## config.mk

```make
export PLATFORM = sky130hd
export DESIGN_NAME = cursor_tracker
export DESIGN_NICKNAME = d
export VERILOG_FILES = /design/src/rtl/cursor_pkg.sv /design/src/rtl/pkt_framer.sv /design/src/rtl/pos_axis.sv /design/src/rtl/cursor_tracker.sv
export SDC_FILE = /design/constraint.sdc
export NUM_CORES = 1
export LEC_CHECK = 0
export BUFFER_PORTS_ARGS = -buffer_cell sky130_fd_sc_hd__buf_2
export CAP_MARGIN = 10
export CORE_MARGIN = 5
export CORE_UTILIZATION = 51
export CTS_CLUSTER_DIAMETER = 40
export DETAILED_ROUTE_END_ITERATION = 16
export PLACE_DENSITY_LB_ADDON = 0.3
export SYNTH_ARGS = -nofsm -noshare
export SYNTH_HDL_FRONTEND = slang
export SYNTH_SLANG_ARGS = --single-unit
```

## constraint.sdc

```tcl
create_clock -name clk -period 2.65 [get_ports clk]
set_clock_uncertainty 0.2 [all_clocks]
set_input_delay 0.265 -clock clk [delete_from_list [all_inputs] [get_ports clk]]
set_output_delay 0.265 -clock clk [all_outputs]
set_load 0.03 [all_outputs]
```

## src/rtl/cursor_pkg.sv

```systemverilog
package cursor_pkg;
  localparam int POS_W   = 10;
  localparam int DELTA_W = 8;
  localparam int ACC_W   = POS_W + 2;
  localparam int BYTE_W  = 8;

  // two's complement widening of one motion byte
  function automatic logic signed [ACC_W-1:0] widen_delta(input logic [DELTA_W-1:0] d);
    return {{(ACC_W-DELTA_W){d[DELTA_W-1]}}, d};
  endfunction
endpackage

```

## src/rtl/pkt_framer.sv

```systemverilog
module pkt_framer
  import cursor_pkg::*;
#(
  parameter int PKT_LEN  = 3,
  parameter int SYNC_BIT = 3
) (
  input  logic              clk,
  input  logic              rst_n,
  input  logic [BYTE_W-1:0] rx_byte,
  input  logic              rx_valid,
  output logic              pkt_fire,
  output logic [BYTE_W-1:0] status_byte,
  output logic [BYTE_W-1:0] dx_byte,
  output logic [BYTE_W-1:0] dy_byte
);
  localparam int CNT_W = $clog2(PKT_LEN);
  localparam logic [CNT_W-1:0] LAST = CNT_W'(PKT_LEN - 1);

  logic [CNT_W-1:0]  slot;
  logic [BYTE_W-1:0] hold_status;
  logic [BYTE_W-1:0] hold_dx;
  logic              first_ok;
  logic              drop_byte;
  logic              take_byte;

  assign first_ok  = rx_byte[SYNC_BIT];
  assign drop_byte = rx_valid && (slot == '0) && !first_ok;
  assign take_byte = rx_valid && !drop_byte;

  always_ff @(posedge clk) begin
    if (!rst_n) begin
      slot        <= '0;
      hold_status <= '0;
      hold_dx     <= '0;
    end else if (take_byte) begin
      if (slot == '0) hold_status <= rx_byte;
      if (slot == CNT_W'(1)) hold_dx <= rx_byte;
      slot <= (slot == LAST) ? '0 : slot + CNT_W'(1);
    end
  end

  assign pkt_fire    = take_byte && (slot == LAST);
  assign status_byte = hold_status;
  assign dx_byte     = hold_dx;
  assign dy_byte     = rx_byte;

  // slot never leaves the packet range
  p_slot_range_r8: assert property (@(posedge clk) disable iff (!rst_n)
    slot <= LAST);
  // an unmarked first byte keeps the framer at slot 0
  p_resync_r8: assert property (@(posedge clk) disable iff (!rst_n)
    drop_byte |=> (slot == '0));
  // idle cycles do not advance the framer
  p_idle_hold_r10: assert property (@(posedge clk) disable iff (!rst_n)
    !rx_valid |=> $stable(slot));
endmodule

```

## src/rtl/pos_axis.sv

```systemverilog
module pos_axis
  import cursor_pkg::*;
#(
  parameter int RESET_POS = 320,
  parameter int LIMIT     = 640
) (
  input  logic               clk,
  input  logic               rst_n,
  input  logic               load,
  input  logic [DELTA_W-1:0] delta,
  output logic [POS_W-1:0]   pos
);
  localparam logic signed [ACC_W-1:0] HI = ACC_W'(LIMIT - 1);
  localparam logic [POS_W-1:0] TOP = POS_W'(LIMIT - 1);
  localparam logic [POS_W-1:0] START = POS_W'(RESET_POS);

  // add a signed step and hold the result inside 0..LIMIT-1
  function automatic logic [POS_W-1:0] step_clamp(input logic [POS_W-1:0] p,
                                                  input logic [DELTA_W-1:0] d);
    logic signed [ACC_W-1:0] s;
    s = $signed({2'b00, p}) + widen_delta(d);
    if (s < 0) return '0;
    else if (s > HI) return TOP;
    else return s[POS_W-1:0];
  endfunction

  logic [POS_W-1:0] next_pos;
  assign next_pos = step_clamp(pos, delta);

  always_ff @(posedge clk) begin
    if (!rst_n) pos <= START;
    else if (load) pos <= next_pos;
  end

  // R5 (column instance) and R6 (row instance): never outside the screen
  p_in_range_r5: assert property (@(posedge clk) disable iff (!rst_n)
    pos <= TOP);
  // no packet, no move
  p_hold_r2: assert property (@(posedge clk) disable iff (!rst_n)
    !load |=> $stable(pos));
endmodule

```

## src/rtl/cursor_tracker.sv

```systemverilog
module cursor_tracker
  import cursor_pkg::*;
#(
  parameter int SCREEN_W = 640,
  parameter int SCREEN_H = 480
) (
  input  logic              clk,
  input  logic              rst_n,
  input  logic [BYTE_W-1:0] rx_byte,
  input  logic              rx_valid,
  output logic [POS_W-1:0]  cursor_col,
  output logic [POS_W-1:0]  cursor_row,
  output logic              btn_left,
  output logic              btn_right,
  output logic              upd
);
  localparam int START_COL = SCREEN_W / 2;
  localparam int START_ROW = SCREEN_H / 2;

  logic              pkt_fire;
  logic [BYTE_W-1:0] status_byte;
  logic [BYTE_W-1:0] dx_byte;
  logic [BYTE_W-1:0] dy_byte;

  pkt_framer #(.PKT_LEN(3), .SYNC_BIT(3)) u_framer (
    .clk(clk), .rst_n(rst_n), .rx_byte(rx_byte), .rx_valid(rx_valid),
    .pkt_fire(pkt_fire), .status_byte(status_byte),
    .dx_byte(dx_byte), .dy_byte(dy_byte)
  );

  pos_axis #(.RESET_POS(START_COL), .LIMIT(SCREEN_W)) u_col (
    .clk(clk), .rst_n(rst_n), .load(pkt_fire), .delta(dx_byte), .pos(cursor_col)
  );

  pos_axis #(.RESET_POS(START_ROW), .LIMIT(SCREEN_H)) u_row (
    .clk(clk), .rst_n(rst_n), .load(pkt_fire), .delta(dy_byte), .pos(cursor_row)
  );

  always_ff @(posedge clk) begin
    if (!rst_n) begin
      btn_left  <= 1'b0;
      btn_right <= 1'b0;
      upd       <= 1'b0;
    end else begin
      upd <= pkt_fire;
      if (pkt_fire) begin
        btn_left  <= status_byte[0];
        btn_right <= status_byte[1];
      end
    end
  end

  // strobe never lasts two cycles
  p_upd_pulse_r9: assert property (@(posedge clk) disable iff (!rst_n)
    upd |=> !upd);
  // buttons move only with the strobe
  p_btn_hold_r7: assert property (@(posedge clk) disable iff (!rst_n)
    !upd |-> $stable({btn_left, btn_right}));
  // position outputs move only with the strobe
  p_pos_hold_r2: assert property (@(posedge clk) disable iff (!rst_n)
    !upd |-> $stable({cursor_col, cursor_row}));
endmodule

```

==> metrics <==
status finished, violations left; failing checks setup timing; H-tree Lvls 2; Period minus WS final 2710 ps; Crit. End Element flip-flop; DR pass1 iterations 4; Slowest-stage cell, CP fa_2; gr ovfl total 0; Starting Density 52.5%; setup tns final -211 ps; crit start category flip-flop; Max-slew headroom 53.3%; WP data arrival ~2700 ps; clock tree sinks 35; register clock-pin slew on the reported worst setup and hold paths 70 ps; Critical Path RT 2630 ps; launch point of the worst reg-to-reg path u_row.pos[0]; top post-synthesis cells by count dfxtp_1, nor2_1, a21oi_1, ha_1, nand2_1; Routed WL around 7000 µm; met1 Use GR 28.0%; syn_area_per_cell 8.47 µm²; syn nets 326; final worst slack -59.1 ps; Core ar. 4690 µm²; Die Span Y 79.5 µm; worst-case reg-to-reg path depth 10; share of the synthesized area in the top cell type 28.4%; Post-DP HPWL 5020 µm; Synth area leaders dfxtp_1, ha_1, nor2_1; global routing's busiest layer met2; Critical Path Max Stage Delay 370 ps; hold depth 3; global placer's final weighted congestion 0.915; antenna-violating nets left 0; Layout Nets 406; area grow syn2layout 33.7%; Gate Count Post-Synth 291; top-count cell post-synth dfxtp_1; number of diodes 0; Yosys warnings 0; clock buffer depth 2; asr flop ratio synth 0%; r2r endpoint u_row.pos[8]; met2 Resource Use GR 35.1%; fin cells 426; DIE WIDTH 79.5 µm; Synth Register Bits 35; port bufs 33; post-synthesis sequential area ratio 28.4%; Tot GR Track Use 21.3%; met3 usage 4.40%; vias in the first global route 2333; Worst VDD drop 0.276 mV; RSZ-0062 raised after global routing yes; filler cell count in the final layout approximately 370; mean number of vias per cell about 6; Final Hold Vio Count 0; routed vias 2524; leak pwr 1.49 nW; initial antenna violation count 0; kind of critical path reg -> reg; Synth area leader dfxtp_1; R2R setup slack -60 ps; wire length per cell 16.2 µm; Synth cell types slightly above 60; worst min-delay path category in -> reg; Setup violations, final 7; Max Cap Violations 0; Post-Syn Area 2460 µm²; Slew Viols, Final 0; critical path cell sequence ha_4, inv_2, fa_2, nor2b_4, o211a_4, nor3_4, o211a_1, a221o_1, or3_1, a32o_1; CTS tree done; PD cells roughly 360 nW/µm²; Hold EP u_framer.dx_byte[6]; drt initial violations 128; placement-stage cell area 3000 µm²; layout cell share with drive strength beyond 1 36.6%; Period Utilization, post-route 102%; CTS buffer count 5; # DRC 0; clk root buf clkbuf_8; Final Cell Area 3290 µm²; Hold Startpoint rx_byte[6]; Least-Margin Pin Slew 690 ps; # rows 25; first-pass GRT wire length 10800 µm; I/O pins 34; Post-synth EDFFs 0; dpl cells roughly 400; die area 6320 µm²; fmax 369 MHz; ys flop type dfxtp_1; Worst-Skew Late Latency 290 ps; crit-path max FO 4; largest net degree at the start of global routing 20
## placed cells by master, fill, tap and decap left out, types with 4 or more instances in the layout
cell type,n
xor2_1,5
clkbuf_8,5
ha_1,17
dfxtp_1,26
nand3_1,7
nor3_2,4
mux2i_1,10
xnor2_1,9
a21oi_1,21
o21ai_0,4
o21ai_1,4
a31oi_1,5
nor2_1,32
nand2_1,21
buf_2,33
o22ai_1,4
buf_4,47
inv_1,16
o21a_1,5
dfxtp_2,6
## logic make-up after synthesis
group	count (synthesis)	synth area share [%]
muxes	10	4.06
adders and majority gates	24	12.8
buffers and inverters	26	3.96
DFF	35	28.4
xor gates and xnor gates	15	5.33
AOI/OAI and AO/OA	86	25.9
and+or+nand+nor	95	19.5
## how the worst max path moves through the flow
| stage | from | end | slack (ps) | cells after the start |
|---|---|---|---|---|
| after floorplan | u_row.pos[0] | u_row.pos[8] | -100 | 10 |
| after global placement | rx_byte[0] | u_row.pos[8] | -120 | 11 |
| after detailed placement | rx_byte[0] | u_row.pos[8] | -180 | 11 |
| after CTS | u_row.pos[0] | u_row.pos[8] | -20 | 10 |
| after global routing | u_framer.dx_byte[0] | u_col.pos[9] | -150 | 10 |
| final | u_row.pos[0] | u_row.pos[8] | -60 | 10 |
## power breakdown
part | switching, mW | total (mW) | internal (mW)
registers | 0.00821 | 0.542 | 0.533
logic | 0.143 | 0.260 | 0.117
clock network | 0.199 | 0.378 | 0.179
total | 0.350 | 1.18 | 0.830
## worst max-delay path, delay by kind of cell, from the launching register on
kind / cells / cell delay (ps)
compound gates: 4 / 980
fa+ha+maj: 2 / 500
buf+inv: 1 / 30
flops: 1 / 360
simple gates: 3 / 520
## registers in the layout, summed over array words and instances, names as in the netlist
register	flops
u_col.pos	10
u_row.pos	10
u_framer.dx_byte	8
u_framer.slot	2
u_framer.status_byte	2
btn_left	1
btn_right	1
upd	1
## cell type report
type | instances | area [µm²] | area share, %
inverter | 19 | 71.3 | 2.17
tap | 54 | 67.6 | 2.05
clock inverter | 2 | 7.51 | 0.228
clock buffer | 6 | 72.6 | 2.20
multi-input combinational | 230 | 1840 | 55.8
timing repair buffer | 80 | 518 | 15.7
sequential | 35 | 719 | 21.8
## timing repair
action / CTS / global route
hold buffers: 0 / 0
resized for setup: 7 / 29
setup buffers: 2 / 5
pin swaps: 10 / 16
setup endpoints to repair: 16 / 19
## per-layer routing
metal	wire length, µm	share of wire, %
met1	2970	43
met2	3430	50
met3	394	5.7
met4	114	1.7
met5	0	0
## per-stage QoR
stage	setup slack, ps	hold slack, ps	util [%]	total power [mW]
detailed placement	-178	246	63.9	0.785
global route	-150	96.8	70.2	1.23
global placement	-116	239	63.9	0.780
floorplan	-97.4	209	-	0.700
finish	-59.1	65.0	70.2	1.18
CTS	-16.7	62.0	66.3	1.16
Note: power is estimated with default switching activity, not from simulation.
